<file path="config.mk">
export PLATFORM = sky130hd
export DESIGN_NAME = pipe_interlock
export DESIGN_NICKNAME = d
export VERILOG_FILES = /design/src/rtl/pipe_ilk_pkg.sv /design/src/rtl/pipe_ilk_compare.sv /design/src/rtl/pipe_ilk_control.sv /design/src/rtl/pipe_interlock.sv
export SDC_FILE = /design/constraint.sdc
export NUM_CORES = 1
export LEC_CHECK = 0
export ABC_CLOCK_PERIOD_IN_PS = 1850
export BUFFER_PORTS_ARGS = -buffer_cell sky130_fd_sc_hd__buf_2
export CAP_MARGIN = 30
export CORE_AREA = 2 2 39 41
export CTS_BUF_LIST = sky130_fd_sc_hd__clkbuf_4 sky130_fd_sc_hd__clkbuf_8 sky130_fd_sc_hd__clkbuf_16
export DETAILED_ROUTE_END_ITERATION = 12
export DIE_AREA = 0 0 41 43
export HOLD_SLACK_MARGIN = 0.02
export PLACE_DENSITY = 0.59
export SLEW_MARGIN = 20
export SYNTH_ARGS = -nofsm -noshare
export SYNTH_HDL_FRONTEND = slang
export SYNTH_SLANG_ARGS = --single-unit
</file>
<file path="constraint.sdc">
create_clock -name clk -period 1.85 [get_ports clk]
set_input_delay 0 -clock clk [delete_from_list [all_inputs] [get_ports clk]]
set_output_delay 0 -clock clk [all_outputs]
set_load 0.02 [all_outputs]
</file>
<file path="src/rtl/pipe_ilk_pkg.sv">
package pipe_ilk_pkg;
  // Match results passed from the compare unit to the control unit
  typedef struct packed {
    logic exHit;      // decode source matches execute-stage producer
    logic exLoadHit;  // ... and that producer is a load
    logic memHit;     // decode source matches memory-stage producer
  } hazHits_t;
endpackage

</file>
<file path="src/rtl/pipe_ilk_compare.sv">
module pipe_ilk_compare
  import pipe_ilk_pkg::*;
#(
  parameter int REG_W = 5
) (
  input  logic [REG_W-1:0] decSrcA,
  input  logic             decRdA,
  input  logic [REG_W-1:0] decSrcB,
  input  logic             decRdB,
  input  logic [REG_W-1:0] exDst,
  input  logic             exWe,
  input  logic             exIsLoad,
  input  logic [REG_W-1:0] memDst,
  input  logic             memWe,
  output hazHits_t         hits
);
  localparam int NSRC = 2;

  logic [REG_W-1:0] srcNum [NSRC];
  logic [NSRC-1:0]  srcRd;
  logic [NSRC-1:0]  exMatch;
  logic [NSRC-1:0]  memMatch;
  logic             exValid;
  logic             memValid;

  assign srcNum[0] = decSrcA;
  assign srcNum[1] = decSrcB;
  assign srcRd     = {decRdB, decRdA};

  // register 0 is hard-wired and never produces a dependency
  assign exValid  = exWe  && (exDst  != '0);
  assign memValid = memWe && (memDst != '0);

  for (genvar s = 0; s < NSRC; s++) begin : g_src
    assign exMatch[s]  = srcRd[s] && exValid  && (srcNum[s] == exDst);
    assign memMatch[s] = srcRd[s] && memValid && (srcNum[s] == memDst);
  end

  always_comb begin
    hits.exHit     = |exMatch;
    hits.exLoadHit = (|exMatch) && exIsLoad;
    hits.memHit    = |memMatch;
  end
endmodule

</file>
<file path="src/rtl/pipe_ilk_control.sv">
module pipe_ilk_control
  import pipe_ilk_pkg::*;
#(
  parameter bit FWD_EN   = 1'b1,
  parameter int LONG_LAT = 12
) (
  input  logic     clk,
  input  logic     rst,
  input  hazHits_t hits,
  input  logic     exBrTaken,
  input  logic     longStart,
  output logic     pcWrEn,
  output logic     ifIdWrEn,
  output logic     ifIdFlush,
  output logic     idExBubble
);
  localparam int CNT_W = (LONG_LAT > 2) ? $clog2(LONG_LAT) : 1;
  localparam logic [CNT_W-1:0] CNT_LOAD = CNT_W'(LONG_LAT - 1);

  logic [CNT_W-1:0] remain;
  logic             longBusy;
  logic             dataStall;
  logic             stall;

  always_ff @(posedge clk) begin
    if (rst)             remain <= '0;
    else if (longStart)  remain <= CNT_LOAD;
    else if (remain != 0) remain <= remain - 1'b1;
  end

  assign longBusy = longStart || (remain != '0);

  if (FWD_EN) begin : g_fwd
    assign dataStall = hits.exLoadHit;
  end else begin : g_nofwd
    assign dataStall = hits.exHit || hits.memHit;
  end

  // taken-branch flush outranks every stall source
  assign stall      = !exBrTaken && (longBusy || dataStall);
  assign pcWrEn     = !stall;
  assign ifIdWrEn   = !stall;
  assign ifIdFlush  = exBrTaken;
  assign idExBubble = exBrTaken || stall;

  assert_reset_clear_R1: assert property (@(posedge clk)
    rst |=> (remain == '0));

  assert_flush_wins_R7: assert property (@(posedge clk) disable iff (rst)
    exBrTaken |-> (ifIdFlush && pcWrEn && ifIdWrEn && idExBubble));

  assert_hold_pair_R5: assert property (@(posedge clk) disable iff (rst)
    !pcWrEn |-> (!ifIdWrEn && idExBubble && !ifIdFlush));

  assert_long_hold_R6: assert property (@(posedge clk) disable iff (rst)
    longStart |=> (!pcWrEn || exBrTaken));

  assert_count_bound_R6: assert property (@(posedge clk) disable iff (rst)
    remain <= CNT_LOAD);

  if (FWD_EN) begin : g_chk_fwd
    assert_alu_free_R3: assert property (@(posedge clk) disable iff (rst)
      (!hits.exLoadHit && !longStart && remain == '0) |-> pcWrEn);
  end else begin : g_chk_nofwd
    assert_mem_stall_R4: assert property (@(posedge clk) disable iff (rst)
      (hits.memHit && !exBrTaken) |-> !pcWrEn);
  end
endmodule

</file>
<file path="src/rtl/pipe_interlock.sv">
module pipe_interlock
  import pipe_ilk_pkg::*;
#(
  parameter int REG_W    = 5,
  parameter bit FWD_EN   = 1'b1,
  parameter int LONG_LAT = 12
) (
  input  logic             clk,
  input  logic             rst,
  input  logic [REG_W-1:0] decSrcA,
  input  logic             decRdA,
  input  logic [REG_W-1:0] decSrcB,
  input  logic             decRdB,
  input  logic [REG_W-1:0] exDst,
  input  logic             exWe,
  input  logic             exIsLoad,
  input  logic [REG_W-1:0] memDst,
  input  logic             memWe,
  input  logic             exBrTaken,
  input  logic             longStart,
  output logic             pcWrEn,
  output logic             ifIdWrEn,
  output logic             ifIdFlush,
  output logic             idExBubble
);
  hazHits_t hits;

  pipe_ilk_compare #(.REG_W(REG_W)) cmp_i (
    .decSrcA(decSrcA), .decRdA(decRdA), .decSrcB(decSrcB), .decRdB(decRdB),
    .exDst(exDst), .exWe(exWe), .exIsLoad(exIsLoad),
    .memDst(memDst), .memWe(memWe), .hits(hits)
  );

  pipe_ilk_control #(.FWD_EN(FWD_EN), .LONG_LAT(LONG_LAT)) ctl_i (
    .clk(clk), .rst(rst), .hits(hits), .exBrTaken(exBrTaken),
    .longStart(longStart), .pcWrEn(pcWrEn), .ifIdWrEn(ifIdWrEn),
    .ifIdFlush(ifIdFlush), .idExBubble(idExBubble)
  );
endmodule

</file>
==> metrics, run 1 <==
Critical Path Slowest Stage Cell=dfxtp_1; Post-CTS Setup Inserts=0; unrepaired setup endpoints after global routing=no; cell taking the most area after synthesis=xnor2_1; total track usage=8.64%; Critical Path, Cell by Cell=or2_4 > nor4_4 > nor2_1 > a31oi_1 > buf_2; pre-CTS WS=0.580 ns; Layout fillers=151; H-tree Lvls=1; Register Area=80.1 um^2; Max Slew Vio Count=0; total wire length=820 um; kind of critical path=flop to primary output; width of the die=41 um; FP Rows=14; vias in the first global route=295; CP startpoint kind=flop; Placer Congestion=0.682; # clock sinks=4; Layout Skew=0.000452 ns; highest clock rate=0.672 GHz; number of flip-flops in the largest register=4; largest net degree at the start of global routing=6; first-pass GRT wire length=959 um; final cycle utilization of the critical path=80.5%; Num CTS Buffers=3; CP Capture Type=primary output; P per Cell Area=603 nW/um^2; grt ovf=0; Largest regs=ctl_i.remain x4; final hold violations=0; vias=398; number of synthesis warnings=0; Required @ worst endpoint=1.85 ns; Mapped Area=347 um^2; Final Critical Period=1.49 ns; cell with the most instances after synthesis=xnor2_1; Via density=4.57; Core Area=1380 um^2; Die ar.=1760 um^2; syn_area_per_cell=8.06 um^2; CP delay by family, top=simple AND/OR/NAND/NOR gates; MaxCap Viol Count=0; Syn-to-layout area delta=48.4%; Root Driver=clkbuf_4; Synth cell types=18; top post-synthesis cells by count=xnor2_1, a21oi_1, dfxtp_1, nand2_1, nor2_1; Worst-Skew Late Latency=0.24 ns; Yosys top cell area share=25.3%; Seq cells post-synth=4; worst hold path type=input port to flop; Setup Total Neg Slack=0 ns; ys flop type=dfxtp_1; initial antenna violation count=0; Multi-input gate area=251 um^2; Seq/Total Area, Yosys=23.1%; CTS tree=done; Longest Clk Path Bufs=2; crit-path max cell delay=0.32 ns; asr flop ratio synth=0%; max_slew headroom=82.5%; peak supply drop=0.000378 V; worst setup margin=0.361 ns; number of diodes=0; crit path max fanout=4; Routed Antenna Nets=0; Nets=102; Crit path arrival time=1.49 ns; EDFF count, synth=0; Clock transition at path regs=0.04 ns; Post-Syn Instances=43; largest cells by area after synthesis=xnor2_1, dfxtp_1, nor4_4; LEAKAGE=0.222 nW; Finish-stage setup viols=0; outcome=complete, no violations; PnR Total Power=0.310 mW; fraction of layout instances using a drive strength above 1=43.7%; Starting Density=25.0%; routed len/inst=9.43 um; largest register by flop count=ctl_i.remain; I/O Buffers=26; Residual DRC=0; WP buf/inv=1; Slew @ Worst Pin=0.261 ns; Pre-Repair DR Iteration Count=1; initial DRC count=0; die height=43 um; number of I/O pins=33; total nets after synthesis=72; dpl hpwl=676 um
==> power breakdown <==
part           switching (mW)  total (mW)  leakage, nW  internal (mW)
Clock                  0.0381       0.111       0.0138         0.0727
Sequential            0.00642      0.0994       0.0332         0.0930
Combinational          0.0462      0.0999        0.175         0.0538
==> cell usage in the layout (no fill, tap or decap), types with 2 or more instances in the layout <==
| cell type | synthesis | final |
|---|---|---|
| nand2_1 | 4 | 4 |
| nor2_1 | 4 | 4 |
| nand4_1 | 2 | 2 |
| nor3_1 | 3 | 3 |
| xnor2_1 | 10 | 10 |
| clkbuf_4 | 0 | 3 |
| dfxtp_1 | 4 | 4 |
| a21oi_1 | 4 | 4 |
| buf_2 | 0 | 26 |
==> logic make-up after synthesis <==
family	count (synthesis)	synth area share, %
xor gates and xnor gates	10	25.3
DFF	4	23.1
buffers and inverters	2	4.33
and+or+nand+nor	19	32.9
AOI/OAI and AO/OA	8	14.4
==> area by class of cell <==
| type | count | area share, % |
|---|---|---|
| Clock buffer | 3 | 4.38 |
| Timing Repair Buffer | 27 | 27.3 |
| Multi-Input combinational cell | 37 | 48.9 |
| Sequential cell | 4 | 15.6 |
| Tap cell | 16 | 3.89 |
==> worst paths after layout <==
kind	startpoint	cells after the start	endpoint	slack, ns
max	ctl_i.remain[0]	5	ifIdWrEn	0.36
min	longStart	2	ctl_i.remain[2]	0.03
max reg2reg	ctl_i.remain[0]	4	ctl_i.remain[2]	0.81
min reg2reg	ctl_i.remain[3]	2	ctl_i.remain[3]	0.57
==> worst reg2reg max path: cells and delay by family, from the launching register on <==
kind / cells / cell delay [ns]
flops: 1 / 0.32
compound gates: 1 / 0.06
simple gates: 3 / 0.58
==> repair_timing <==
item,in CTS,in global routing
hold buffers,1,0
endpoints found under the hold margin,4,0
gates resized for setup,0,0
==> metal layers <==
layer | vias to the layer above | track usage [%] | share of wire, %
met1 | 164 | 6.13 | 39
li1 | 208 | - | -
met3 | 2 | 1.57 | 13
met4 | 0 | 10.0 | 2.6
met2 | 24 | 15.3 | 45
met5 | - | 0 | 0
==> through the flow <==
| stage | std cells | hold slack, ns | utilization (%) | area, um^2 |
|---|---|---|---|---|
| final | 87 | 0.0259 | 37.2 | 514 |
| after floorplan | 43 | 0.0691 | - | 347 |
| after global routing | 87 | 0.0502 | 37.2 | 514 |
| after detailed placement | 83 | 0.221 | 34.8 | 482 |
| after CTS | 87 | 0.0217 | 37.2 | 514 |
| after global placement | 83 | 0.220 | 34.8 | 482 |
Note: power is estimated with default switching activity, not from simulation.
==> run 2, diff against run 1 <==
Settings changed: ABC_CLOCK_PERIOD_IN_PS 1850 to 1250, PLACE_DENSITY 0.59 to 0.61.
Clock period 1.85 ns to 1.25 ns, I/O delays scaled along.
==> metrics, run 2 (synthesized netlist as in run 1, its figures left out) <==
largest register by flop count=ctl_i.remain; Pre-Repair DR Iteration Count=2; dpl hpwl=665 um; fraction of layout instances using a drive strength above 1=48.0%; total track usage=9.04%; GRT busiest layer=met2; first-pass GRT wire length=1110 um; Reg power frac=30.7%; met2 usage=15.9%; launching point of the worst reg2reg path=ctl_i.remain[0]; kind of critical path=flop to primary output; Comb pwr share=36.9%; Final Critical Period=1.42 ns; Layout Skew=0.000719 ns; CP Capture Type=primary output; PnR Total Power=0.476 mW; Clock transition at path regs=0.04 ns; Slew @ Worst Pin=0.301 ns; outcome=complete, but fails checks; CTS tree=done; Num CTS Buffers=3; most common cell after layout, fill and taps aside=buf_2; number of diodes=0; number of flip-flops in the largest register=4; FP Rows=14; unrepaired setup endpoints after global routing=yes; reg2reg path depth=5; Root Driver=clkbuf_4; Hold Path Depth=3; Routed Antenna Nets=0; hold slack final=0.0772 ns; crit path max fanout=3; Core Area=1380 um^2; Multi-input gate area=267 um^2; Setup Total Neg Slack=-0.472 ns; sw power=0.131 mW; Placer Congestion=0.604; DP Area=504 um^2; worst setup margin=-0.167 ns; H-tree Lvls=1; vias=403; final cycle utilization of the critical path=113%; Register Area=81.3 um^2; number of I/O pins=33; vias in the first global route=343; Worst-Skew Late Latency=0.23 ns; initial DRC count=1; Residual DRC=0; Nets=106; MaxCap Viol Count=0; Via density=4.43; die height=43 um; peak supply drop=0.000496 V; Starting Density=25.0%; I/O Buffers=26; switching share of total power=27.6%; Worst Setup SP=ctl_i.remain[0]; failing checks=setup timing; Finished Cell Area=574 um^2; width of the die=41 um; Crit path arrival time=1.42 ns; Largest regs=ctl_i.remain x4; met3 usage=0.524%; routed len/inst=9.07 um; Layout fillers=144; Clk network pwr share=32.5%; Longest Clk Path Bufs=2; min-delay src=longStart; commonest cells after routing, fill and taps aside=buf_2, xnor2_1, buf_4; worst hold path type=input port to flop; largest net degree at the start of global routing=6; met1 Use GR=9.32%; Finish-stage setup viols=3; # clock sinks=4; LEAKAGE=0.248 nW; P per Cell Area=829 nW/um^2; grt ovf=0; Max Slew Vio Count=0; final hold violations=0; CP startpoint kind=flop; Required @ worst endpoint=1.25 ns; initial antenna violation count=0; Syn-to-layout area delta=65.7%; total wire length=825 um; P_int=0.345 mW; Die ar.=1760 um^2; max_slew headroom=79.9%; highest clock rate=0.706 GHz
[run 2: power groups by stage]
stage	Combinational (mW)	Sequential [mW]	Clock [mW]
global placement	0.157	0.147	0
finish	0.175	0.146	0.154
detailed placement	0.157	0.147	0
global route	0.193	0.148	0.174
CTS	0.176	0.145	0.165
floorplan	0.0948	0.147	0
[run 2: repair_timing]
| action | in CTS | in global routing |
|---|---|---|
| endpoints found under the setup margin | 3 | 3 |
| hold buffers | 2 | 0 |
| setup buffers | 2 | 0 |
| hold endpoints to repair | 4 | 0 |
| gates resized for setup | 4 | 1 |
[run 2: routing by layer]
metal,share of wire (%),up-vias
met5,0,-
met4,0,0
met3,12,0
met2,48,22
met1,40,167
li1,-,214
[run 2: area by class of cell]
class / count / area share, %
clock buffer: 3 / 3.92
multi-input combinational: 37 / 46.4
sequential: 4 / 14.2
tap: 16 / 3.49
timing repair buffer: 31 / 32.0
[run 2: metrics by stage]
| stage | util [%] | std cells | setup WS [ns] |
|---|---|---|---|
| after CTS | 41.4 | 91 | -0.176 |
| after global routing | 41.5 | 91 | -0.259 |
| after floorplan | - | 43 | 0.00531 |
| final | 41.5 | 91 | -0.167 |
| after detailed placement | 36.4 | 84 | 0.0414 |
| after global placement | 36.4 | 84 | 0.0603 |
[run 2: path summary, 6_finish.rpt]
| kind | to | slack (ns) |
|---|---|---|
| worst min-delay path | ctl_i.remain[3] | 0.08 |
| worst max-delay path | idExBubble | -0.17 |
| worst max register to register | ctl_i.remain[2] | 0.12 |
| worst min register to register | ctl_i.remain[1] | 0.56 |
[run 2: critical path, stage by stage, from the launching register on]
cell	delay, ns
dfxtp_2	0.31
or2_4	0.25
nor4_4	0.18
nand2b_1	0.09
a41o_1	0.22
buf_6	0.13
